==> src/rtl/s512s0_pkg.sv <==
`timescale 1ns/1ps
package s512s0_pkg;
   localparam int WORD_W  = 32;
   localparam int INSTR_W = 32;
   localparam int IDX_W   = 5;

   localparam logic [6:0] OPC_ARITH = 7'b0110011;
   localparam logic [2:0] F3_SIGMA  = 3'b100;
   localparam logic [6:0] F7_SIGMA  = 7'b0101000;

   // field order follows bit position, most significant first
   typedef struct packed {
      logic [6:0]       f7;
      logic [IDX_W-1:0] src_b;
      logic [IDX_W-1:0] src_a;
      logic [2:0]       f3;
      logic [IDX_W-1:0] dst;
      logic [6:0]       opc;
   } rtype_t;

   typedef struct packed {
      logic              hit;
      logic [IDX_W-1:0]  dst;
      logic [IDX_W-1:0]  src_a;
      logic [IDX_W-1:0]  src_b;
      logic [WORD_W-1:0] value;
   } outbus_t;
endpackage

==> src/rtl/s512s0_decode.sv <==
`timescale 1ns/1ps
module s512s0_decode
   import s512s0_pkg::*;
(
   input  logic [INSTR_W-1:0] instr_i,
   output logic               hit_o,
   output logic [IDX_W-1:0]   dst_o,
   output logic [IDX_W-1:0]   src_a_o,
   output logic [IDX_W-1:0]   src_b_o
);
   rtype_t fld;
   logic   opc_ok, f3_ok, f7_ok;

   assign fld    = rtype_t'(instr_i);
   assign opc_ok = (fld.opc == OPC_ARITH);
   assign f3_ok  = (fld.f3  == F3_SIGMA);
   assign f7_ok  = (fld.f7  == F7_SIGMA);

   assign hit_o   = opc_ok & f3_ok & f7_ok;
   assign dst_o   = fld.dst;
   assign src_a_o = fld.src_a;
   assign src_b_o = fld.src_b;
endmodule

==> src/rtl/s512s0_half_rot.sv <==
`timescale 1ns/1ps
// One half of a double-width rotate right.
// own_i is the half whose position is reported, other_i the partner half.
module s512s0_half_rot #(
   parameter int W   = 32,
   parameter int ROT = 28
) (
   input  logic [W-1:0] own_i,
   input  logic [W-1:0] other_i,
   output logic [W-1:0] half_o
);
   localparam bit WRAP = (ROT >= W);
   localparam int SH   = WRAP ? ROT - W : ROT;
   localparam int CO   = W - SH;

   generate
      if (SH == 0) begin : g_whole
         if (WRAP) begin : g_swap
            assign half_o = other_i;
         end else begin : g_keep
            assign half_o = own_i;
         end
      end else if (!WRAP) begin : g_near
         assign half_o = (own_i >> SH) | (other_i << CO);
      end else begin : g_far
         assign half_o = (other_i >> SH) | (own_i << CO);
      end
   endgenerate
endmodule

==> src/rtl/s512s0_half_sigma.sv <==
`timescale 1ns/1ps
module s512s0_half_sigma #(
   parameter int W     = 32,
   parameter int ROT_A = 28,
   parameter int ROT_B = 34,
   parameter int ROT_C = 39
) (
   input  logic [W-1:0] own_i,
   input  logic [W-1:0] other_i,
   output logic [W-1:0] half_o
);
   localparam int NTERM = 3;

   logic [W-1:0] term [NTERM];

   generate
      for (genvar g = 0; g < NTERM; g++) begin : g_term
         localparam int AMT = (g == 0) ? ROT_A : ((g == 1) ? ROT_B : ROT_C);
         s512s0_half_rot #(.W(W), .ROT(AMT)) u_rot (
            .own_i   (own_i),
            .other_i (other_i),
            .half_o  (term[g])
         );
      end
   endgenerate

   always_comb begin
      half_o = '0;
      for (int i = 0; i < NTERM; i++) begin
         half_o = half_o ^ term[i];
      end
   end
endmodule

==> src/rtl/s512s0_stage.sv <==
`timescale 1ns/1ps
module s512s0_stage #(
   parameter int W       = 48,
   parameter int LATENCY = 1
) (
   input  logic         clk,
   input  logic         rst_n,
   input  logic [W-1:0] d_i,
   output logic [W-1:0] q_o
);
   generate
      if (LATENCY == 0) begin : g_comb
         assign q_o = d_i;
      end else begin : g_reg
         always_ff @(posedge clk or negedge rst_n) begin
            if (!rst_n) q_o <= '0;
            else        q_o <= d_i;
         end
      end
   endgenerate
endmodule

==> src/rtl/s512s0_unit.sv <==
`timescale 1ns/1ps
module s512s0_unit
   import s512s0_pkg::*;
#(
   parameter int XLEN    = 32,
   parameter int ROT_A   = 28,
   parameter int ROT_B   = 34,
   parameter int ROT_C   = 39,
   parameter int LATENCY = 1
) (
   input  logic              clk,
   input  logic              rst_n,
   input  logic [31:0]       instr_i,
   input  logic [XLEN-1:0]   rs1_val_i,
   input  logic [XLEN-1:0]   rs2_val_i,
   output logic              match_o,
   output logic [4:0]        rd_o,
   output logic [4:0]        rs1_idx_o,
   output logic [4:0]        rs2_idx_o,
   output logic [XLEN-1:0]   result_o
);
   localparam int DBL_W = 2 * XLEN;
   localparam int BUS_W = $bits(outbus_t);

   generate
      if (XLEN != WORD_W) begin : g_bad_xlen
         $error("s512s0_unit: XLEN must equal the package word width");
      end
      if (ROT_A < 1 || ROT_A >= DBL_W || ROT_B < 1 || ROT_B >= DBL_W ||
          ROT_C < 1 || ROT_C >= DBL_W) begin : g_bad_rot
         $error("s512s0_unit: rotate amounts must lie in 1 .. 2*XLEN-1");
      end
      if (LATENCY < 0 || LATENCY > 1) begin : g_bad_lat
         $error("s512s0_unit: LATENCY must be 0 or 1");
      end
   endgenerate

   outbus_t nxt, cur;

   s512s0_decode u_dec (
      .instr_i (instr_i),
      .hit_o   (nxt.hit),
      .dst_o   (nxt.dst),
      .src_a_o (nxt.src_a),
      .src_b_o (nxt.src_b)
   );

   s512s0_half_sigma #(
      .W(XLEN), .ROT_A(ROT_A), .ROT_B(ROT_B), .ROT_C(ROT_C)
   ) u_sig (
      .own_i   (rs1_val_i),
      .other_i (rs2_val_i),
      .half_o  (nxt.value)
   );

   s512s0_stage #(.W(BUS_W), .LATENCY(LATENCY)) u_stage (
      .clk   (clk),
      .rst_n (rst_n),
      .d_i   (nxt),
      .q_o   (cur)
   );

   assign match_o   = cur.hit;
   assign rd_o      = cur.dst;
   assign rs1_idx_o = cur.src_a;
   assign rs2_idx_o = cur.src_b;
   assign result_o  = cur.value;
endmodule

==> config.mk <==
export PLATFORM = sky130hd
export DESIGN_NAME = s512s0_unit
export DESIGN_NICKNAME = d
export VERILOG_FILES = /design/src/rtl/s512s0_pkg.sv /design/src/rtl/s512s0_decode.sv /design/src/rtl/s512s0_half_rot.sv /design/src/rtl/s512s0_half_sigma.sv /design/src/rtl/s512s0_stage.sv /design/src/rtl/s512s0_unit.sv
export SDC_FILE = /design/constraint.sdc
export NUM_CORES = 1
export LEC_CHECK = 0
export ABC_AREA = 1
export BUFFER_PORTS_ARGS = -buffer_cell sky130_fd_sc_hd__clkbuf_2
export CAP_MARGIN = 20
export CELL_PAD_IN_SITES_DETAIL_PLACEMENT = 1
export CELL_PAD_IN_SITES_GLOBAL_PLACEMENT = 1
export CORE_UTILIZATION = 30
export CTS_BUF_LIST = sky130_fd_sc_hd__clkbuf_16
export CTS_CLUSTER_DIAMETER = 40
export DETAILED_ROUTE_END_ITERATION = 10
export PLACE_DENSITY = 0.84
export SLEW_MARGIN = 10
export SYNTH_ARGS = -nofsm -noshare
export SYNTH_HDL_FRONTEND = slang
export SYNTH_SLANG_ARGS = --single-unit
==> constraint.sdc <==
create_clock -name clk -period 0.8 [get_ports clk]
set_input_delay 0.08 -clock clk [delete_from_list [all_inputs] [get_ports clk]]
set_output_delay 0.08 -clock clk [all_outputs]
set_load 0.1 [all_outputs]
# After elaboration in Yosys (flattened, before gate mapping)
# Cells that the tools add are included.
[word_totals]
regBits = 48
input_bits = 98
output_inout_bits = 48
wordCells = 11
[op_classes]
eq_ne = 3
bitwise = 7
[ops]
columns = ["cell", "count"]
rows = [
  ["bitwise XOR 32 bit", 2],
  ["bitwise OR 25 x 32 -> 32 bit", 1],
  ["bitwise OR 30 x 32 -> 32 bit", 1],
  ["bitwise OR 4 x 32 -> 32 bit", 1],
  ["== test 7 x 6 -> 1 bit (second input constant)", 2],
  ["== test 3 bit (second input constant)", 1],
  ["AND 1 bit", 2],
]

# Depth between registers and ports, before layout
# Gate-level depths: netlist of run 1.
[depth]
depth_word = 3
ltp_mapped = 5
mapped_depth_nobuf = 5

# Cells and area by module
# Synthesis of run 1 repeated with hierarchy kept, for this count alone.
[hier_totals]
hier_cells = 468
hier_area_um2 = 3240.6
[by_module_without_submodules]
columns = ["module", "n_inst", "cells_per_inst", "area_per_inst_um2", "seq_area_each_um2"]
rows = [
  ["s512s0_stage", 1, 48, 1201.2, 1201.2],
  ["s512s0_half_sigma", 1, 288, 1121.1, 0.0],
  ["s512s0_half_rot", 3, 32, 240.2, 0.0],
  ["s512s0_decode", 1, 36, 197.7, 0.0],
]

# Worst setup path before layout of run 1
# OpenSTA, ideal clock, no wires.
[synth_timing]
kind = "flip-flop to output port"
start = "reg u_stage.q_o[47]"
end = "out match_o"
t_arrival_ns = 0.883
t_required_ns = 0.720
setup_slack_ns = -0.163
path_stages_with_launch = 1
path_buffers = 0
path_cell_list = "dfrtp_1"
[synth_rtl]
columns = ["element", "line", "rtl"]
rows = [
  ["start: declaration", "s512s0_stage.sv:9", "output logic [W-1:0] q_o"],
  ["start signal: assignment", "s512s0_stage.sv:17", "else q_o <= d_i;"],
  ["end: declaration", "s512s0_unit.sv:16", "output logic match_o,"],
]
# No word-level cell between the ends.

# Worst setup path after layout of run 1
[layout_timing]
start = "reg u_stage.q_o[23]"
end = "out result_o[23]"
[layout_rtl]
columns = ["element", "line", "rtl"]
rows = [
  ["end: declaration", "s512s0_unit.sv:20", "output logic [XLEN-1:0] result_o"],
]
# No word-level cell between the ends.

==> qor.csv, run 1 <==
metric,value,unit
CTS root buf,clkbuf_16,
CP Cell Sequence,buf_12,
RSZ-0062 raised after global routing,yes,
# port buffers,124,
sequential share of the synthesized area,0.5759,
num ports,146,
post_cts resized,0,
leakage power,0.002122,µW
final hold violations,0,
critical path arrival,0.89,ns
Final period util,1.214,
Final HPWL DP,5168,µm
#FFs+latches synth,48,
worst min-delay path class,input port to flip-flop,
Commonest cells post-synth,"nand2_1, inv_1, dfrtp_1",
cell family with most CP delay,flip-flops,
GPL Wtd Cong,0.7387,
Avg Inst Size Synth,8.691,µm²
launching element type of the critical path,flip-flop,
min-delay src,rs1_val_i[1],
Detail Route Antenna Nets,0,
Pwr Total,8905,µW
Setup WS pre-CTS,0.04894,ns
"top cells by area, synth","dfrtp_1, nand2_1, inv_1",
Largest Register,u_stage.q_o,
Die ar.,7290,µm²
max-cap violation count,0,
failing checks,negative setup slack,
Placeable Area,6756,µm²
"Design Area, Final",3945,µm²
critical path type,flip-flop to output pin,
ANT cells,0,
layout cells sized above 1,0.4615,
cell area after synthesis,2086,µm²
final setup margin,-0.1713,ns
fin nets,487,
Synth top area share,0.5759,
CTS clock-pin slew for the worst setup and hold paths,0.07,ns
global-route wire length before repair,10870,µm
CTS sink count,48,
status,"complete, but fails checks",
minimum clock period,0.9713,ns
Slew @ Worst Pin,0.2611,ns
Max IR drop VDD,1.553,mV
Crit path largest cell delay,0.44,ns
Finish-stage setup viols,48,
antenna violations before repair,0,
die span in x,85.38,µm
"Setup Fix Bufs, Post-CTS",0,
Final Max Tran Viols,0,
biggest regs,u_stage.q_o (48),
Rel. slew slack,0.8259,
Die H,85.38,µm
Overflow after GRT,0,
worst-path fanout max,1,
WHS Endpoint,u_stage.q_o[26]$_DFF_PN0_,
Synth Flop Type,dfrtp_1,
vias in the first global route,2229,
CP Capture Type,output pin,
clock buffer depth,2,
CP Buf/Inv Count,1,
total vias in the final route,1984,
Critical Path Slowest Stage Cell,dfrtp_2,
max FFs per register,48,
cell count after synthesis,240,
"EDFF count, synth",0,
H-tree Lvls,2,
Worst Path Required,0.72,ns
CTS Buf Count,5,
Achievable Freq,1.030,GHz
# DRC,0,
asr flop ratio synth,1.000,
power per cell area,2257,nW/µm²
WHS,0.004131,ns
gr usage total,0.1996,
WHS Path Cells,2,
post-synth net total,338,
wire length per cell,14.11,µm
CTS tree,done,
row count,30,
Avg Vias per Cell,4.221,
Initial Util,0.3087,
Area after DPL,3607,µm²
final core occ,0.5839,
Total Routed Length,6630,µm
DR iter-0 viols,27,
Syn-to-layout area delta,89.14,%
largest net degree at the start of global routing,49,
Pre-antenna DRT Iters,3,
Yosys cell types,8,
top-count cell post-synth,nand2_1,
"area leader, netlist",dfrtp_1,
Synth Warn #,0,
## cell families after synthesis
kind of cell           Yosys count  share of synthesized area
AND/OR/NAND/NOR                109                     0.1980
buffers and inverters           51                    0.09178
flip-flops                      48                     0.5759
XOR/XNOR                        32                     0.1344
## through the flow
step / cells / TNS, ns
6_report: 470 / -7.117
2_1_floorplan: 240 / 0
3_3_place_gp: 445 / 0
3_5_place_dp: 445 / 0
4_1_cts: 470 / -7.527
5_1_grt: 470 / -8.015
## timing repair
item,CTS,global route
endpoints found under the hold margin,64,0
cloned,0,0
endpoints found under the setup margin,48,48
hold buffers,17,0
## worst max path at each step
stage | cells after the start | slack [ns] | end | start
after floorplan | 0 | 0.07 | match_o | u_stage.q_o[47]$_DFF_PN0_
after global routing | 1 | -0.19 | result_o[10] | u_stage.q_o[10]$_DFF_PN0_
after CTS | 1 | -0.18 | result_o[28] | u_stage.q_o[28]$_DFF_PN0_
after detailed placement | 5 | 0.05 | u_stage.q_o[27]$_DFF_PN0_ | rs2_val_i[23]
final | 1 | -0.17 | result_o[23] | u_stage.q_o[23]$_DFF_PN0_
after global placement | 5 | 0.10 | u_stage.q_o[10]$_DFF_PN0_ | rs2_val_i[12]
## final cells by class
type                       count  area, µm²
multi-input combinational    141      693.2
tap                           80      100.1
timing repair buffer         142       1531
clock inverter                 3      42.54
inverter                      51      191.4
clock buffer                   5      125.1
fill                         756       2811
sequential                    48       1261
## routing by layer
metal / wire length (µm) / part of all wire / GRT usage / vias up
li1: - / - / - / 973
met1: 2185 / 0.33 / 0.1921 / 939
met2: 4020 / 0.61 / 0.4157 / 64
met3: 316 / 0.048 / 0.03696 / 8
met4: 107 / 0.016 / 0.06818 / 0
met5: 0 / 0 / 0 / -
## power breakdown
group	switching, µW	leakage, µW	internal, µW
combinational	2340	0.00152	1290
sequential	214	0.000517	2710
clock	882	0.0000814	1470
## layout by cell type, fill, tap and decap left out, drive strengths merged
master,count
dfrtp,48
inv,51
dlygate4sd3,17
nand2,102
buf,49
nand4,1
nor2,5
clkinv,2
bufinv,1
xnor2,16
nand3,1
clkbuf,81
xor2,16
(Power assumes the default switching activity.)
==> inputs of run 2 (changes only) <==
--- a/config.mk
+++ b/config.mk
@@ -15,6 +15,7 @@
 export CTS_CLUSTER_DIAMETER = 40
 export DETAILED_ROUTE_END_ITERATION = 10
 export PLACE_DENSITY = 0.84
+export RECOVER_POWER = 25
 export SLEW_MARGIN = 10
 export SYNTH_ARGS = -nofsm -noshare
 export SYNTH_HDL_FRONTEND = slang
==> run 2 against run 1 <==
  * The run still ends with negative setup slack left
  * Via count increased by 0.35%
  * Fmax about the same
  * First-iteration DRC count unchanged
  * Utilization decreased by 0.30 points
  * Highest routed layer unchanged
==> qor.csv, run 2 (synthesis results as in run 1) <==
metric,value,unit
Largest Register,u_stage.q_o,
GPL Wtd Cong,0.7387,
CTS tree,done,
final hold violations,0,
leakage power,0.002075,µW
launching element type of the critical path,flip-flop,
num ports,146,
CP Cell Sequence,buf_12,
Initial Util,0.3087,
layout cells sized above 1,0.4205,
CTS Buf Count,5,
DR iter-0 viols,27,
die span in x,85.38,µm
"most common cell after layout, fill and taps aside",nand2_1,
Worst Path Required,0.72,ns
Crit path largest cell delay,0.44,ns
Slew @ Worst Pin,0.2742,ns
WHS Path Cells,2,
Die ar.,7290,µm²
max-cap violation count,0,
Final period util,1.214,
Placed Cells incl. Taps,445,
status,"complete, but fails checks",
worst-path fanout max,1,
Overflow after GRT,0,
CTS root buf,clkbuf_16,
Die H,85.38,µm
"commonest non-fill, non-tap cells in the layout","nand2_1, clkbuf_2, inv_1",
RSZ-0062 raised after global routing,yes,
Rel. slew slack,0.8172,
# DRC,0,
clock buffer depth,2,
minimum clock period,0.9709,ns
max FFs per register,48,
failing checks,negative setup slack,
# port buffers,124,
largest net degree at the start of global routing,49,
Detail Route Antenna Nets,0,
global-route wire length before repair,10870,µm
Achievable Freq,1.030,GHz
CTS sink count,48,
antenna violations before repair,0,
Pwr Total,8894,µW
Final Max Tran Viols,0,
CTS clock-pin slew for the worst setup and hold paths,0.07,ns
final setup margin,-0.1709,ns
biggest regs,u_stage.q_o (48),
vias in the first global route,2229,
Post-Layout Cell Count,470,
Max IR drop VDD,1.552,mV
wire length per cell,14.17,µm
H-tree Lvls,2,
Syn-to-layout area delta,88.18,%
Critical Path Slowest Stage Cell,dfrtp_2,
CP Buf/Inv Count,1,
total vias in the final route,1991,
Pre-antenna DRT Iters,3,
row count,30,
Placeable Area,6756,µm²
critical path arrival,0.89,ns
worst min-delay path class,input port to flip-flop,
cell family with most CP delay,flip-flops,
Finish-stage setup viols,48,
power per cell area,2266,nW/µm²
Final HPWL DP,5168,µm
gr usage total,0.1996,
Avg Vias per Cell,4.236,
critical path type,flip-flop to output pin,
Total Routed Length,6662,µm
ANT cells,0,
WP depth,1,
fin nets,487,
CP Capture Type,output pin,
[run 2: metal layers]
layer,wire length (µm),GRT usage,share of wire
met2,4004,0.4157,0.60
met1,2233,0.1921,0.34
met4,107,0.06818,0.016
met5,0,0,0
met3,316,0.03696,0.047
[run 2: layout make-up]
class / count / area, µm²
multi-input cells: 141 / 693.2
clock buffers: 5 / 125.1
flip-flops and latches: 48 / 1261
clock inverters: 3 / 42.54
inverters: 51 / 191.4
repair buffers: 142 / 1511
well taps: 80 / 100.1
fillers: 762 / 2831
[run 2: path summary, 6_finish.rpt]
check | from | endpoint | slack [ns]
max | u_stage.q_o[23]$_DFF_PN0_ | result_o[23] | -0.17
min | rs1_val_i[1] | u_stage.q_o[26]$_DFF_PN0_ | 0.004
max in group asynchronous | rst_n | u_stage.q_o[47]$_DFF_PN0_ | 0.21
min in group asynchronous | rst_n | u_stage.q_o[22]$_DFF_PN0_ | 0.35
[run 2: report_power, final]
part / internal [µW] / leakage (µW) / switching (µW)
combinational: 1280 / 0.00148 / 2340
sequential: 2710 / 0.000517 / 214
clock: 1470 / 0.0000814 / 882
total: 5450 / 0.00207 / 3440
[run 2: repair_timing]
action	in CTS	in global routing
setup endpoints to repair	48	48
endpoints found under the hold margin	64	0
cloned	0	0
gates resized for setup	0	0
setup buffers	0	0
hold buffers	17	0
[run 2: metrics by stage]
stage / area [µm²] / worst slack (ns) / TNS, ns / hold slack, ns / utilization
2_1_floorplan: 2146 / 0.07435 / 0 / -0.2156 / -
3_3_place_gp: 3607 / 0.1034 / 0 / 0.08746 / 0.5339
3_5_place_dp: 3607 / 0.04894 / 0 / 0.09206 / 0.5339
4_1_cts: 3945 / -0.1786 / -7.527 / 0.001376 / 0.5839
5_1_grt: 3925 / -0.1874 / -8.015 / 0.003377 / 0.5809
6_report: 3925 / -0.1709 / -7.118 / 0.004064 / 0.5809
